===== src/rtl/dither_seq.sv =====
module dither_seq #(
  parameter int CODE_W     = 3,
  parameter int BASE_SHIFT = 3,
  parameter int WEIGHT_W   = 8,
  parameter int LFSR_W     = 7,
  parameter int JIT_W      = 6,
  parameter int LFSR_SEED  = 1
) (
  input  logic                clk,
  input  logic                rst_n,
  input  logic [CODE_W-1:0]   div,
  input  logic                spread,
  input  logic                run_ok,
  input  logic                ov,
  output logic                reg_hi,
  output logic                trk_hi,
  output logic                reg_lo,
  output logic                trk_lo,
  output logic                delta_cap,
  output logic                mode,
  output logic                cycle_done,
  output logic [WEIGHT_W-1:0] corr_weight
);
  localparam int CNT_W = BASE_SHIFT + (1 << CODE_W) - 1;
  localparam int SW    = CNT_W + 2;

  logic                go, run_q, spr_q, last;
  logic [CODE_W-1:0]   code_q;
  logic [CNT_W-1:0]    cnt;
  logic [LFSR_W-1:0]   lfsr;
  logic [WEIGHT_W-1:0] weight;
  logic [CNT_W:0]      per, half, base, jmax, b_hi, b_lo, cx;
  logic signed [SW-1:0] lim, raw1, raw2, off1, off2;

  function automatic logic signed [SW-1:0] clampj(input logic signed [SW-1:0] r,
                                                  input logic signed [SW-1:0] l);
    return (r > l) ? l : ((r < -l) ? -l : r);
  endfunction

  assign go   = run_ok & ~ov;
  assign per  = (CNT_W+1)'(1) << (int'(code_q) + BASE_SHIFT);
  assign half = per >> 1;
  assign base = half - (half >> 2);
  assign jmax = spr_q ? (half >> 4) : '0;
  assign lim  = $signed({1'b0, jmax});
  assign raw1 = SW'($signed(lfsr[JIT_W-1:0]));
  assign raw2 = SW'($signed({lfsr[0], lfsr[LFSR_W-1:LFSR_W-JIT_W+1]}));
  assign off1 = clampj(raw1, lim);
  assign off2 = clampj(raw2, lim);
  assign b_hi = (CNT_W+1)'($signed({1'b0, base}) + off1);
  assign b_lo = half + (CNT_W+1)'($signed({1'b0, base}) + off2);
  assign cx   = {1'b0, cnt};
  assign last = run_q && (cx == per - 1'b1);

  assign reg_hi      = run_q && (cx < b_hi);
  assign trk_hi      = run_q && (cx >= b_hi) && (cx < half);
  assign reg_lo      = run_q && (cx >= half) && (cx < b_lo);
  assign trk_lo      = run_q && (cx >= b_lo);
  assign mode        = reg_lo | trk_lo;
  assign delta_cap   = last & trk_lo;
  assign cycle_done  = last;
  assign corr_weight = weight;

  always_ff @(posedge clk) begin
    if (!rst_n) begin
      run_q  <= 1'b0;
      cnt    <= '0;
      code_q <= '0;
      spr_q  <= 1'b0;
      lfsr   <= LFSR_W'(LFSR_SEED);
      weight <= '0;
    end else begin
      run_q <= go;
      if (!go) begin
        cnt    <= '0;
        weight <= '0;
        code_q <= div;
        spr_q  <= spread;
      end else if (run_q) begin
        if (last) begin
          cnt    <= '0;
          code_q <= div;
          spr_q  <= spread;
          lfsr   <= {lfsr[LFSR_W-2:0], lfsr[LFSR_W-1] ^ lfsr[LFSR_W-2]};
          if (weight != '1) weight <= weight + 1'b1;
        end else begin
          cnt <= cnt + 1'b1;
        end
      end
    end
  end


  phase_onehot_chk: assert property (@(posedge clk) disable iff (!rst_n)
    run_q |-> $onehot({reg_hi, trk_hi, reg_lo, trk_lo}));

  wrap_start_chk: assert property (@(posedge clk) disable iff (!rst_n)
    cycle_done && go |=> reg_hi);

  trk_lo_hold_chk: assert property (@(posedge clk) disable iff (!rst_n)
    trk_lo && go && !cycle_done |=> trk_lo);

  cfg_hold_chk: assert property (@(posedge clk) disable iff (!rst_n)
    run_q && go && !cycle_done |=> $stable(code_q) && $stable(spr_q));

  weight_step_chk: assert property (@(posedge clk) disable iff (!rst_n)
    cycle_done && go && corr_weight != '1 |=> corr_weight == $past(corr_weight) + 1'b1);

  weight_hold_chk: assert property (@(posedge clk) disable iff (!rst_n)
    go && !cycle_done |=> $stable(corr_weight));

  ov_clear_chk: assert property (@(posedge clk) disable iff (!rst_n)
    ov |=> corr_weight == '0 && !reg_hi && !trk_hi && !reg_lo && !trk_lo);
endmodule


===== config.mk =====
export PLATFORM = sky130hd
export DESIGN_NAME = dither_seq
export DESIGN_NICKNAME = d
export VERILOG_FILES = /design/src/rtl/dither_seq.sv
export SDC_FILE = /design/constraint.sdc
export NUM_CORES = 1
export LEC_CHECK = 0
export BUFFER_PORTS_ARGS = -buffer_cell sky130_fd_sc_hd__buf_2
export CAP_MARGIN = 20
export CORE_MARGIN = 8
export CORE_UTILIZATION = 50
export DETAILED_ROUTE_END_ITERATION = 10
export PLACE_DENSITY = 0.69
export SYNTH_ARGS = -nofsm -noshare
export SYNTH_HDL_FRONTEND = slang
export SYNTH_SLANG_ARGS = --single-unit

===== constraint.sdc =====
create_clock -name clk -period 14.4 [get_ports clk]
set_input_delay 1.44 -clock clk [delete_from_list [all_inputs] [get_ports clk]]
set_output_delay 1.44 -clock clk [all_outputs]
set_load 0.01 [all_outputs]

### Word level (Yosys, flattened, before mapping)

Cells that the tools add are included.

* add/subtract/negate cells: 9
* order comparisons: 10
* eq/ne operators: 4
* shift-type cells: 1
* muxes and demuxes: 12
* bitwise logic cells: 5
* reductions and logical operators: 11

Operators by type and width (number)
* $mux W11: 4
* $lt A6 B12 Y1: 2
* $add A11 B11 Y11: 2
* $ge A10 B11 Y1: 2
* $lt A10 B11 Y1: 2
* $gt A6 B7 Y1: 2
* $neg A6 Y12: 1
* $add A10 B11 Y11: 1
* $eq A10 B11 Y1: 1
* $shl A1 B4 Y11 const A: 1
* $sub A10 B8 Y11: 1
* $sub A11 B1 Y11 const B: 1
* $add A10 B1 Y10 const B: 1
* $ge A10 B10 Y1: 1
* $lt A10 B10 Y1: 1
* $mux W10: 1
* $mux W3: 3
* $add A8 B1 Y8 const B: 1
* $ne A8 B8 Y1 const B: 1
* $logic_and A1 B1 Y1: 7
* $mux W6: 1
* $reduce_and A3 Y1: 2
* $add A3 B2 Y4 const B: 1
* $ne A2 B1 Y1 const B: 2
* other kinds (6): 10

* register bits after elaboration: 30
* input port bits: 8
* output and inout port bits: 15
* logic and storage cells: 58

### Depth between registers and ports, before layout

Gate-level depths: netlist (run 1).

* depth after elaboration: 12
* mapped depth: 35
* depth with buffers taken out: 33

### Worst setup path after synthesis (run 1)

OpenSTA, ideal clock, no wires.

* path type: reg-to-output
* start point: reg code_q[1]
* end point: out mode
* arrival: 6590 ps
* data required time: 12960 ps
* setup slack: 6370 ps
* cell stages (with the launch flop): 34
* buffers on the path: 2
* path through: dfxtp_1 > buf_6 > clkbuf_1 > nor2b_1 > nand2_1 > inv_1 > nand2_1 > ha_1 > a21boi_0 > ha_1 > and4_1 > a21o_1 > o211a_1 > o21ai_2 > mux2_2 > o21ai_0 > fa_1 > inv_1 > ha_1 > inv_1 > fa_1 > inv_1 > a21oi_1 > o21ai_0 > a21o_1 > a21o_1 > a21o_1 > a21oi_1 > xor2_1 > ha_1 > nand2_1 > nor4_1 > o31ai_1 > a211oi_1

* word-level cells in the longest chain between the ends: 12
* elaborated cells on any way between the ends: 18
* classes of those cells: add/sub: 5; order compare: 5; shift: 1; mux: 3; bitwise: 1; reduce/logical: 3

RTL lines
* from (decl): line 28 `logic [CODE_W-1:0] code_q;`
* from (signal assigned): line 77 `code_q <= div;`
* from (signal assigned): line 82 `code_q <= div;`
* $add A3 B2 Y4 *: line 41 `assign per = (CNT_W+1)'(1) << (int'(code_q) + BASE_SHIFT);`
* $shl A1 B4 Y11 *: line 41
* $mux W6: line 44 `assign jmax = spr_q ? (half >> 4) : '0;`
* $neg A6 Y12: line 37 `return (r > l) ? l : ((r < -l) ? -l : r);`
* $lt A6 B12 Y1: line 37
* $mux W11 (2 in a row): line 37
* $add A11 B11 Y11: line 51 `assign b_lo = half + (CNT_W+1)'($signed({1'b0, base}) + off2);`
* $add A10 B11 Y11: line 51
* $lt A10 B11 Y1 or $ge A10 B11 Y1 (tied branches): line 57, 58
* $logic_and A1 B1 Y1 (on tied branches): line 57, 58
* $or A1 B1 Y1 *: line 59 `assign mode = reg_lo | trk_lo;`
* to (decl): line 20 `output logic mode,`

Mark *: on every way between the ends. The rest lies on a longest branch, timed or not.

### Final worst setup path (run 1)

Ends and elaborated chain as after synthesis.

==> metrics.txt, run 1 <==
# TYPE chip_impl_metric gauge
chip_impl_metric{name="final_total_negative_setup_slack",unit="ns"} 0
chip_impl_metric{name="antenna_cells",unit=""} 0
chip_impl_metric{name="min_path_cells",unit=""} 2
chip_impl_metric{name="grt_first_pass_wirelength",unit="mm"} 19.4
chip_impl_metric{name="ys_ff_latch",unit=""} 30
chip_impl_metric{name="synth_top_cell_area_share",unit="%"} 23.9
chip_impl_metric{name="cts.repair_timing.setup_buffer_count",unit=""} 0
chip_impl_info{name="post-synth-top-count-cell",value="sky130_fd_sc_hd__ha_1"} 1
chip_impl_metric{name="clock_latency",unit="ns"} 0.28
chip_impl_info{name="worst_hold_startpoint",value="corr_weight[5]"} 1
chip_impl_info{name="worst_setup_path_start_kind",value="register"} 1
chip_impl_metric{name="share_of_async_settable_or_async_resettable_flops_after_synthesis",unit="%"} 0
chip_impl_metric{name="period_share",unit="%"} 63.6
chip_impl_metric{name="die_h",unit="um"} 113
chip_impl_metric{name="synth-edff-count",unit=""} 0
chip_impl_metric{name="layout-drive-gt1-share",unit="%"} 8.58
chip_impl_metric{name="post_cts_resized",unit=""} 0
chip_impl_info{name="path_common_cell",value="sky130_fd_sc_hd__inv_1"} 1
chip_impl_metric{name="pre_cts_ws",unit="ns"} 5.54
chip_impl_metric{name="cts.reportedPaths.clkPinSlew",unit="ns"} 0.06
chip_impl_info{name="synth_flop_type",value="sky130_fd_sc_hd__dfxtp_1"} 1
chip_impl_metric{name="post-route-min-period",unit="ns"} 9.16
chip_impl_metric{name="required",unit="ns"} 12.96
chip_impl_metric{name="totalPowerFinal",unit="uW"} 394
chip_impl_metric{name="htreeDepth",unit=""} 2
chip_impl_metric{name="reg2reg_setup_slack",unit="ns"} 11.76
chip_impl_metric{name="cp_slowest_stage_delay",unit="ns"} 0.66
chip_impl_info{name="timing.critical_path.from",value="code_q[1]"} 1
chip_impl_metric{name="synthesis.area",unit="mm^2"} 0.00472
chip_impl_metric{name="max-slew-margin-rel",unit="%"} 55.6
chip_impl_metric{name="grt_usage",unit="%"} 18.3
chip_impl_info{name="timing_worst_setup_path_type",value="reg -> out"} 1
chip_impl_info{name="min-delay-path-class",value="reg -> reg"} 1
chip_impl_metric{name="timing.max_cap.violations",unit=""} 0
chip_impl_metric{name="numPortBuffers",unit=""} 22
chip_impl_metric{name="final_antenna_net_count",unit=""} 0
chip_impl_metric{name="grt-ovfl-total",unit=""} 0
chip_impl_metric{name="timing_max_transition_violations_final",unit=""} 0
chip_impl_info{name="reg2reg_to",value="corr_weight[5]"} 1
chip_impl_info{name="synth_largest_area_cell",value="sky130_fd_sc_hd__ha_1"} 1
chip_impl_metric{name="critPathArrivalTime",unit="ns"} 7.72
chip_impl_metric{name="filler_cell_count",unit=""} 899
chip_impl_info{name="root_buffer",value="sky130_fd_sc_hd__clkbuf_8"} 1
chip_impl_metric{name="route.detailed.drc",unit=""} 0
chip_impl_metric{name="wl_cell",unit="um"} 15.8
chip_impl_info{name="netlist_top_cells_area",value="sky130_fd_sc_hd__ha_1, sky130_fd_sc_hd__dfxtp_1, sky130_fd_sc_hd__a21oi_1"} 1
chip_impl_metric{name="place_area",unit="mm^2"} 0.00493
chip_impl_metric{name="flow.area_growth_from_synthesis",unit="%"} 6.81
chip_impl_info{name="worstReg2RegStart",value="code_q[1]"} 1
chip_impl_metric{name="fmaxAchievable",unit="MHz"} 109
chip_impl_info{name="rsz0062_at_grt",value="false"} 1
chip_impl_metric{name="postRouteWirelength",unit="mm"} 11.5
chip_impl_info{name="worst_hold_path.endpoint",value="corr_weight[5]"} 1
chip_impl_metric{name="gp_routability_congestion",unit=""} 1.01
chip_impl_metric{name="dp_hpwl",unit="mm"} 9.50
chip_impl_info{name="tritoncts",value="built"} 1
chip_impl_metric{name="cts_max_path_buffers",unit=""} 2
chip_impl_metric{name="drt_pass1_iterations",unit=""} 5
chip_impl_info{name="crit_path_end_kind",value="output pin"} 1
chip_impl_metric{name="power_leakage",unit="nW"} 2.34
chip_impl_metric{name="first_global_vias",unit=""} 4209
chip_impl_metric{name="top_level_ports",unit=""} 23
chip_impl_metric{name="postLayoutCellArea",unit="mm^2"} 0.00504
chip_impl_info{name="worst_path_dominant_cell_family",value="compound AO/OA/AOI/OAI gates"} 1
chip_impl_metric{name="routed-via-count",unit=""} 4185
chip_impl_metric{name="worst_setup_slack_after_layout",unit="ns"} 5.24
chip_impl_metric{name="hold_viol_final",unit=""} 0
chip_impl_metric{name="synthesis.area_per_instance",unit="um^2"} 7.91
chip_impl_metric{name="viasPerCell",unit=""} 5.74
chip_impl_info{name="synth_commonest_cells",value="sky130_fd_sc_hd__ha_1, sky130_fd_sc_hd__inv_1, sky130_fd_sc_hd__nand2_1"} 1
chip_impl_metric{name="postSynthCellCount",unit=""} 597
chip_impl_metric{name="cellPowerDensity",unit="mW/mm^2"} 78.1
chip_impl_metric{name="reg2reg_depth",unit=""} 8
chip_impl_metric{name="cts_made_buffers",unit=""} 5
chip_impl_metric{name="worst_ir_drop_vdd",unit="mV"} 0.0659
chip_impl_metric{name="cts_hold_buffers",unit=""} 0
chip_impl_metric{name="grt_start_max_net_pins",unit=""} 18
chip_impl_metric{name="synth_cell_type_count",unit=""} 60
chip_impl_info{name="run_status",value="finished clean"} 1
chip_impl_metric{name="clock-sinks",unit=""} 30
chip_impl_metric{name="floorplan.initialDensity",unit="%"} 51.3
chip_impl_metric{name="placement_rows",unit=""} 35
chip_impl_metric{name="detail_route.iter0.violations",unit=""} 225
chip_impl_metric{name="floorplan.core_area",unit="mm^2"} 0.00920
chip_impl_metric{name="num-nets-final",unit=""} 725
chip_impl_metric{name="synth_seq_area_share",unit="%"} 12.7
chip_impl_metric{name="least_margin_pin_slew",unit="ns"} 0.665
chip_impl_info{name="cp_slowest_cell",value="sky130_fd_sc_hd__dfxtp_1"} 1
chip_impl_metric{name="fp.dieArea",unit="mm^2"} 0.0128
chip_impl_metric{name="critPathMaxFanout",unit=""} 17
chip_impl_metric{name="worst_clock_skew",unit="ns"} 0.00536
chip_impl_metric{name="critical_path.n_buffers_inverters",unit=""} 6
chip_impl_metric{name="yosys_warnings",unit=""} 0
chip_impl_metric{name="die_width",unit="um"} 113
chip_impl_metric{name="antenna_found_initial",unit=""} 0
chip_impl_metric{name="report.final.setup_viol",unit=""} 0
-- tightest hold or removal path: cells and delay by family, from the launching register on --
family	cells	cell delay, ns
flops	1	0.33
compound gates	2	0.14
-- state kept, by name, indices dropped and copies added, names as in the netlist --
| register | cells |
|---|---|
| code_q | 3 |
| corr_weight | 8 |
| cnt | 10 |
| spr_q | 1 |
| run_q | 1 |
| lfsr | 7 |
-- layer usage --
layer / GRT usage (%) / up-vias / wire length, um
met4: 5.60 / 0 / 180
met3: 1.12 / 13 / 313
li1: - / 2140 / -
met5: 0 / - / 0
met2: 33.1 / 89 / 5600
met1: 22.5 / 1943 / 5410
-- cells in the final DEF (no fill, tap or decap), types with 8 or more instances in the layout --
cell,Yosys,final
sky130_fd_sc_hd__a21o_1,15,15
sky130_fd_sc_hd__o21a_1,16,16
sky130_fd_sc_hd__o21ai_0,32,32
sky130_fd_sc_hd__buf_2,3,22
sky130_fd_sc_hd__nand3_1,9,9
sky130_fd_sc_hd__mux2i_1,15,15
sky130_fd_sc_hd__xor2_1,18,18
sky130_fd_sc_hd__dfxtp_1,30,30
sky130_fd_sc_hd__clkbuf_8,0,8
sky130_fd_sc_hd__nand2_1,49,49
sky130_fd_sc_hd__inv_1,53,53
sky130_fd_sc_hd__nor2b_1,27,27
sky130_fd_sc_hd__nor2_1,41,41
sky130_fd_sc_hd__a21oi_1,44,44
sky130_fd_sc_hd__ha_1,90,90
sky130_fd_sc_hd__xnor2_1,20,20
sky130_fd_sc_hd__fa_1,10,10
-- kinds of logic (layout without fill, tap and decap cells) --
family | Yosys count | in the layout | synth area share (%)
DFF | 30 | 30 | 12.7
muxes | 22 | 22 | 4.90
adders and majority gates | 101 | 101 | 28.3
xor gates and xnor gates | 41 | 41 | 8.24
AOI/OAI and AO/OA | 156 | 156 | 21.3
buffers and inverters | 69 | 87 | 5.73
and+or+nand+nor | 176 | 176 | 18.6
other | 2 | 5 | 0.159
-- stage by stage --
step                instances  util [%]  hold WS [ns]
detailed placement        721      53.6         0.510
floorplan                 600         -         0.496
global route              729      54.8         0.547
CTS                       729      54.8         0.523
finish                    729      54.8         0.519
global placement          721      53.6         0.487
-- cell type report --
type	instances	area, um^2	area share [%]
Timing Repair Buffer	24	125	2.48
Inverter	55	206	4.10
Sequential cell	30	601	11.9
Multi-Input combinational cell	501	3860	76.6
Tap cell	111	139	2.76
Clock buffer	8	110	2.18
-- how the worst max path moves through the flow --
stage          endpoint  depth (start not counted)
2_1_floorplan      mode                         33
3_3_place_gp       mode                         32
3_5_place_dp       mode                         32
4_1_cts            mode                         32
5_1_grt            mode                         33
6_report           mode                         33
-- power by group --
group,total (mW),switching [mW],leakage [nW],internal (mW)
combinational,0.227,0.126,2.04,0.101
sequential,0.0872,0.00334,0.243,0.0839
clock,0.0793,0.0311,0.0575,0.0482
Power figures use the tool's default switching activity.
==> inputs of run 2 (changes only) <==
--- a/config.mk
+++ b/config.mk
@@ -10,7 +10,7 @@
 export CORE_MARGIN = 8
 export CORE_UTILIZATION = 50
 export DETAILED_ROUTE_END_ITERATION = 10
-export PLACE_DENSITY = 0.69
+export PLACE_DENSITY = 0.72
 export SYNTH_ARGS = -nofsm -noshare
 export SYNTH_HDL_FRONTEND = slang
 export SYNTH_SLANG_ARGS = --single-unit
==> constraint.sdc (replaced) <==
create_clock -name clk -period 8.2 [get_ports clk]
set_input_delay 0.82 -clock clk [delete_from_list [all_inputs] [get_ports clk]]
set_output_delay 0.82 -clock clk [all_outputs]
set_load 0.01 [all_outputs]
==> run 2 against run 1 <==
  * Register-to-register slack worse by 6.2 ns
  * Total power is 75% higher
  * Via count is 3.1% higher
  * Final cell count is 1.5% higher
  * Non-clock buffer count is 11 higher
  * Critical path type unchanged
==> metrics.txt, run 2 (synthesis results as in run 1) <==
# TYPE chip_impl_metric gauge
chip_impl_metric{name="pre_cts_ws",unit="ns"} 0.267
chip_impl_metric{name="seq_area",unit="um^2"} 602
chip_impl_metric{name="floorplan.initialDensity",unit="%"} 51.3
chip_impl_metric{name="grt-ovfl-total",unit=""} 0
chip_impl_metric{name="timing.max_cap.violations",unit=""} 0
chip_impl_metric{name="fp.dieArea",unit="mm^2"} 0.0128
chip_impl_metric{name="drt_pass1_iterations",unit=""} 5
chip_impl_metric{name="antenna_cells",unit=""} 0
chip_impl_info{name="min-delay-path-class",value="reg -> reg"} 1
chip_impl_metric{name="die_width",unit="um"} 113
chip_impl_metric{name="grt_first_pass_wirelength",unit="mm"} 20.0
chip_impl_metric{name="top_level_ports",unit=""} 23
chip_impl_metric{name="cts_hold_buffers",unit=""} 0
chip_impl_info{name="run_status",value="finished clean"} 1
chip_impl_metric{name="post-route-min-period",unit="ns"} 7.68
chip_impl_metric{name="largest_register_ffs",unit=""} 10
chip_impl_metric{name="postRouteWirelength",unit="mm"} 12.0
chip_impl_metric{name="layout-drive-gt1-share",unit="%"} 10.7
chip_impl_metric{name="wl_cell",unit="um"} 16.2
chip_impl_metric{name="timing_max_transition_violations_final",unit=""} 0
chip_impl_metric{name="first_global_vias",unit=""} 4312
chip_impl_metric{name="antenna_found_initial",unit=""} 0
chip_impl_metric{name="least_margin_pin_slew",unit="ns"} 0.651
chip_impl_metric{name="critPathArrivalTime",unit="ns"} 6.86
chip_impl_metric{name="viasPerCell",unit=""} 5.83
chip_impl_metric{name="cp_slowest_stage_delay",unit="ns"} 0.44
chip_impl_info{name="largest-register",value="cnt"} 1
chip_impl_metric{name="flow.area_growth_from_synthesis",unit="%"} 8.62
chip_impl_info{name="cp_slowest_cell",value="sky130_fd_sc_hd__fa_1"} 1
chip_impl_metric{name="clock_latency",unit="ns"} 0.27
chip_impl_info{name="mostFrequentLayoutCells",value="sky130_fd_sc_hd__ha_1, sky130_fd_sc_hd__inv_1, sky130_fd_sc_hd__nand2_1, sky130_fd_sc_hd__a21oi_1, sky130_fd_sc_hd__nor2_1"} 1
chip_impl_metric{name="fmaxAchievable",unit="MHz"} 130
chip_impl_metric{name="worst_ir_drop_vdd",unit="mV"} 0.135
chip_impl_metric{name="placement_rows",unit=""} 35
chip_impl_info{name="timing_worst_setup_path_type",value="reg -> out"} 1
chip_impl_metric{name="cts_max_path_buffers",unit=""} 2
chip_impl_metric{name="grt_start_max_net_pins",unit=""} 17
chip_impl_metric{name="multiInputGateArea",unit="mm^2"} 0.00388
chip_impl_metric{name="fin_hold_ws",unit="ns"} 0.512
chip_impl_metric{name="power_leakage",unit="nW"} 2.39
chip_impl_metric{name="route.detailed.drc",unit=""} 0
chip_impl_metric{name="hold_viol_final",unit=""} 0
chip_impl_metric{name="cellPowerDensity",unit="mW/mm^2"} 134
chip_impl_metric{name="numPortBuffers",unit=""} 22
chip_impl_metric{name="report.final.setup_viol",unit=""} 0
chip_impl_metric{name="dp_hpwl",unit="mm"} 9.77
chip_impl_metric{name="required",unit="ns"} 7.38
chip_impl_metric{name="filler_cell_count",unit=""} 885
chip_impl_metric{name="totalPowerFinal",unit="uW"} 688
chip_impl_metric{name="die_h",unit="um"} 113
chip_impl_metric{name="routed-via-count",unit=""} 4316
chip_impl_metric{name="detail_route.iter0.violations",unit=""} 202
chip_impl_metric{name="htreeDepth",unit=""} 2
chip_impl_metric{name="final_antenna_net_count",unit=""} 0
chip_impl_metric{name="max-slew-margin-rel",unit="%"} 56.5
chip_impl_metric{name="gp_routability_congestion",unit=""} 0.916
chip_impl_info{name="tritoncts",value="built"} 1
chip_impl_metric{name="num-nets-final",unit=""} 736
chip_impl_info{name="crit_path_end_kind",value="output pin"} 1
chip_impl_metric{name="cts_made_buffers",unit=""} 5
chip_impl_metric{name="cts.reportedPaths.clkPinSlew",unit="ns"} 0.06
chip_impl_metric{name="period_share",unit="%"} 93.7
chip_impl_metric{name="grt_usage",unit="%"} 18.8
chip_impl_metric{name="worst_clock_skew",unit="ns"} 0.00517
chip_impl_metric{name="worst_setup_slack_after_layout",unit="ns"} 0.516
chip_impl_info{name="final_common_cell",value="sky130_fd_sc_hd__ha_1"} 1
chip_impl_metric{name="critPathMaxFanout",unit=""} 7
chip_impl_info{name="worst_setup_path_start_kind",value="register"} 1
chip_impl_metric{name="floorplan.core_area",unit="mm^2"} 0.00920
chip_impl_metric{name="clock-sinks",unit=""} 30
chip_impl_info{name="root_buffer",value="sky130_fd_sc_hd__clkbuf_8"} 1
## run 2: changes by cell type in the layout (fill, tap and decap cells not counted), sizes merged
cell    before  now
buf         24   35
clkinv       0    1
clkbuf       8    7
## run 2: repair_timing
action	CTS	global route
cloned	0	0
pin swaps	0	2
setup buffers	0	5
resized for setup	1	7
setup endpoints to repair	2	5
## run 2: worst paths after layout
| kind | start | to | slack [ns] | depth (start not counted) |
|---|---|---|---|---|
| setup / recovery | code_q[2] | mode | 0.52 | 31 |
| hold / removal | corr_weight[5] | corr_weight[5] | 0.51 | 2 |
| setup reg to reg | cnt[3] | corr_weight[4] | 5.60 | 9 |
| hold reg to reg | corr_weight[5] | corr_weight[5] | 0.51 | 2 |
## run 2: cell type report
| cell class | instances | area share [%] |
|---|---|---|
| Tap cell | 111 | 2.71 |
| Clock inverter | 1 | 0.0976 |
| Sequential cell | 30 | 11.7 |
| Timing Repair Buffer | 35 | 4.05 |
| Inverter | 55 | 4.03 |
| Clock buffer | 7 | 1.68 |
| Multi-Input combinational cell | 501 | 75.7 |
## run 2: where the power goes
part           total, mW  switching (mW)  internal [mW]
sequential         0.150         0.00262          0.147
clock              0.119          0.0511         0.0675
combinational      0.420           0.235          0.185
total              0.688           0.289          0.400
## run 2: per-layer routing
layer	global-route usage, %	up-vias	part of all wire (%)	wire (um)
met5	0	-	0	0
met4	7.37	0	2.8	334
met3	1.97	27	3.5	425
met2	32.9	92	49	5830
met1	23.0	2036	45	5400
li1	-	2161	-	-
## run 2: critical path, delay by kind of cell, from the launching register on
family | cells | cell delay, ns
DFF | 1 | 0.43
AOI/OAI and AO/OA | 13 | 2.01
xor gates and xnor gates | 1 | 0.15
and+or+nand+nor | 7 | 1.73
adders and majority gates | 5 | 1.52
buffers and inverters | 4 | 0.37
muxes | 1 | 0.36
## run 2: through the flow
step	std cells	utilization [%]	setup TNS [ns]	instance area (um^2)
floorplan	600	-	0	4730
global placement	727	54.1	0	4980
detailed placement	727	54.1	0	4980
CTS	735	55.1	0	5070
global route	740	55.7	-0.000739	5130
finish	740	55.7	0	5130
==> inputs of run 3 (changes only) <==
==> constraint.sdc (replaced) <==
create_clock -name clk -period 8.2 [get_ports clk]
set_input_delay 0.82 -clock clk [delete_from_list [all_inputs] [get_ports clk]]
set_output_delay 0.82 -clock clk [all_outputs]
set_load 0.02 [all_outputs]
==> run 3 against run 2 <==
  * First-iteration DRC count grew 2.0%
  * Core utilization shrank 0.054 points
  * Worst hold slack gained 0.020 ns
  * Clock-buffer cell count is the same
  * Via count is essentially flat
  * Flip-flop and latch count is the same
  * Routed wire length is 0.17% lower
  * Worst setup slack improved by 0.013 ns
  * Critical path depth rose by 2
  * Largest cell class unchanged
==> metrics.txt, run 3 (synthesis results as in run 1) <==
# TYPE chip_impl_metric gauge
chip_impl_metric{name="floorplan.core_area",unit="mm^2"} 0.00920
chip_impl_metric{name="detail_route.iter0.violations",unit=""} 206
chip_impl_metric{name="top_level_ports",unit=""} 23
chip_impl_info{name="min-delay-path-class",value="reg -> reg"} 1
chip_impl_metric{name="cp_slowest_stage_delay",unit="ns"} 0.45
chip_impl_metric{name="antenna_found_initial",unit=""} 0
chip_impl_metric{name="routed-via-count",unit=""} 4312
chip_impl_metric{name="viasPerCell",unit=""} 5.86
chip_impl_info{name="final_common_cell",value="sky130_fd_sc_hd__ha_1"} 1
chip_impl_metric{name="postLayoutCellArea",unit="mm^2"} 0.00512
chip_impl_metric{name="max-slew-margin-rel",unit="%"} 56.7
chip_impl_metric{name="critPathArrivalTime",unit="ns"} 6.85
chip_impl_metric{name="groute.layer.met3.usage",unit="%"} 0.958
chip_impl_metric{name="grt.met2_usage",unit="%"} 34.8
chip_impl_metric{name="wl_cell",unit="um"} 16.3
chip_impl_metric{name="floorplan.initialDensity",unit="%"} 51.3
chip_impl_metric{name="first_global_vias",unit=""} 4430
chip_impl_metric{name="clock-sinks",unit=""} 30
chip_impl_metric{name="layout-drive-gt1-share",unit="%"} 10.9
chip_impl_metric{name="die_width",unit="um"} 113
chip_impl_info{name="largest-register",value="cnt"} 1
chip_impl_info{name="busiest_layer",value="met2"} 1
chip_impl_info{name="mostFrequentLayoutCells",value="sky130_fd_sc_hd__ha_1, sky130_fd_sc_hd__inv_1, sky130_fd_sc_hd__nand2_1, sky130_fd_sc_hd__a21oi_1, sky130_fd_sc_hd__nor2_1"} 1
chip_impl_metric{name="totalPowerFinal",unit="uW"} 693
chip_impl_metric{name="required",unit="ns"} 7.38
chip_impl_metric{name="clock_latency",unit="ns"} 0.28
chip_impl_metric{name="global_route.usage.met1",unit="%"} 23.1
chip_impl_metric{name="seq_area",unit="um^2"} 602
chip_impl_metric{name="final_total_negative_setup_slack",unit="ns"} 0
chip_impl_metric{name="pre_cts_ws",unit="ns"} 0.352
chip_impl_metric{name="flow.area_growth_from_synthesis",unit="%"} 8.51
chip_impl_metric{name="drt_pass1_iterations",unit=""} 5
chip_impl_metric{name="largest_register_ffs",unit=""} 10
chip_impl_metric{name="placedCellCount",unit=""} 728
chip_impl_metric{name="final_antenna_net_count",unit=""} 0
chip_impl_info{name="root_buffer",value="sky130_fd_sc_hd__clkbuf_8"} 1
chip_impl_metric{name="placement_rows",unit=""} 35
chip_impl_info{name="tritoncts",value="built"} 1
chip_impl_metric{name="cts.repair_timing.setup_buffer_count",unit=""} 0
chip_impl_metric{name="antenna_cells",unit=""} 0
chip_impl_metric{name="htreeDepth",unit=""} 2
chip_impl_metric{name="worst_ir_drop_vdd",unit="mV"} 0.114
chip_impl_metric{name="instances_no_fill",unit=""} 736
chip_impl_metric{name="grt_first_pass_wirelength",unit="mm"} 20.2
chip_impl_metric{name="grt_start_max_net_pins",unit=""} 17
chip_impl_metric{name="numPortBuffers",unit=""} 22
chip_impl_metric{name="filler_cell_count",unit=""} 889
chip_impl_info{name="timing_worst_setup_path_type",value="reg -> out"} 1
chip_impl_info{name="run_status",value="finished clean"} 1
chip_impl_metric{name="multiInputGateArea",unit="mm^2"} 0.00391
chip_impl_metric{name="timing.max_cap.violations",unit=""} 0
chip_impl_info{name="crit_path_end_kind",value="output pin"} 1
chip_impl_metric{name="timing_max_transition_violations_final",unit=""} 0
chip_impl_metric{name="cellPowerDensity",unit="mW/mm^2"} 135
chip_impl_metric{name="fmaxAchievable",unit="MHz"} 130
chip_impl_metric{name="critPathMaxFanout",unit=""} 15
chip_impl_metric{name="route.detailed.drc",unit=""} 0
chip_impl_info{name="rsz0062_at_grt",value="false"} 1
chip_impl_metric{name="cts_made_buffers",unit=""} 5
chip_impl_metric{name="hold_viol_final",unit=""} 0
chip_impl_metric{name="least_margin_pin_slew",unit="ns"} 0.648
chip_impl_metric{name="power_leakage",unit="nW"} 2.38
chip_impl_metric{name="postRouteWirelength",unit="mm"} 12.0
chip_impl_metric{name="die_h",unit="um"} 113
chip_impl_metric{name="report.final.setup_viol",unit=""} 0
chip_impl_metric{name="place_area",unit="mm^2"} 0.00498
chip_impl_metric{name="num-nets-final",unit=""} 732
chip_impl_metric{name="worst_clock_skew",unit="ns"} 0.00284
chip_impl_info{name="cp_slowest_cell",value="sky130_fd_sc_hd__fa_1"} 1
chip_impl_metric{name="cts.reportedPaths.clkPinSlew",unit="ns"} 0.06
chip_impl_metric{name="fp.dieArea",unit="mm^2"} 0.0128
chip_impl_metric{name="cts_max_path_buffers",unit=""} 2
chip_impl_metric{name="worst_setup_slack_after_layout",unit="ns"} 0.530
chip_impl_metric{name="gp_routability_congestion",unit=""} 0.959
chip_impl_info{name="worst_setup_path_start_kind",value="register"} 1
chip_impl_metric{name="period_share",unit="%"} 93.5
chip_impl_metric{name="grt-ovfl-total",unit=""} 0
chip_impl_metric{name="dp_hpwl",unit="mm"} 9.79
chip_impl_metric{name="post-route-min-period",unit="ns"} 7.67
chip_impl_metric{name="grt_usage",unit="%"} 18.9
[run 3: power by group]
group          internal, mW  switching (mW)
Sequential            0.147         0.00256
Combinational         0.182           0.239
Clock                0.0676          0.0541
[run 3: cell type report]
| type | instances | share of cell area (%) |
|---|---|---|
| Tap cell | 111 | 2.71 |
| Clock buffer | 7 | 1.69 |
| Timing Repair Buffer | 31 | 3.47 |
| Multi-Input combinational cell | 501 | 76.3 |
| Clock inverter | 1 | 0.0977 |
| Inverter | 55 | 4.03 |
| Sequential cell | 30 | 11.8 |
[run 3: worst paths after layout]
check            startpoint        endpoint  slack, ns  cells past startpoint
max reg2reg          cnt[3]  corr_weight[4]       5.62                      9
min reg2reg  corr_weight[5]  corr_weight[5]       0.53                      2
min          corr_weight[5]  corr_weight[5]       0.53                      2
max               code_q[2]            mode       0.53                     33
[run 3: critical path: cells and delay by family, from the launching register on]
| family | cells | cell delay, ns |
|---|---|---|
| and+or+nand+nor | 7 | 1.49 |
| AOI/OAI and AO/OA | 13 | 1.91 |
| DFF | 1 | 0.34 |
| xor gates and xnor gates | 1 | 0.15 |
| muxes | 1 | 0.33 |
| buffers and inverters | 6 | 0.80 |
| adders and majority gates | 5 | 1.52 |
[run 3: metrics by stage]
stage          util (%)  hold WS, ns
5_1_grt            55.7        0.579
4_1_cts            55.2        0.527
3_5_place_dp       54.2        0.503
2_1_floorplan         -        0.496
3_3_place_gp       54.2        0.487
6_report           55.7        0.532
[run 3: metal layers]
layer  vias up  wire (um)
met3        16        251
met5         -          0
li1       2155          -
met4         0        148
met1      2049       5610
met2        92       5960
[run 3: repair_timing]
item                                   in CTS  in global routing
hold buffers                                0                  0
gates resized for setup                     0                 14
endpoints found under the hold margin       0                  0
setup endpoints to repair                   0                  6
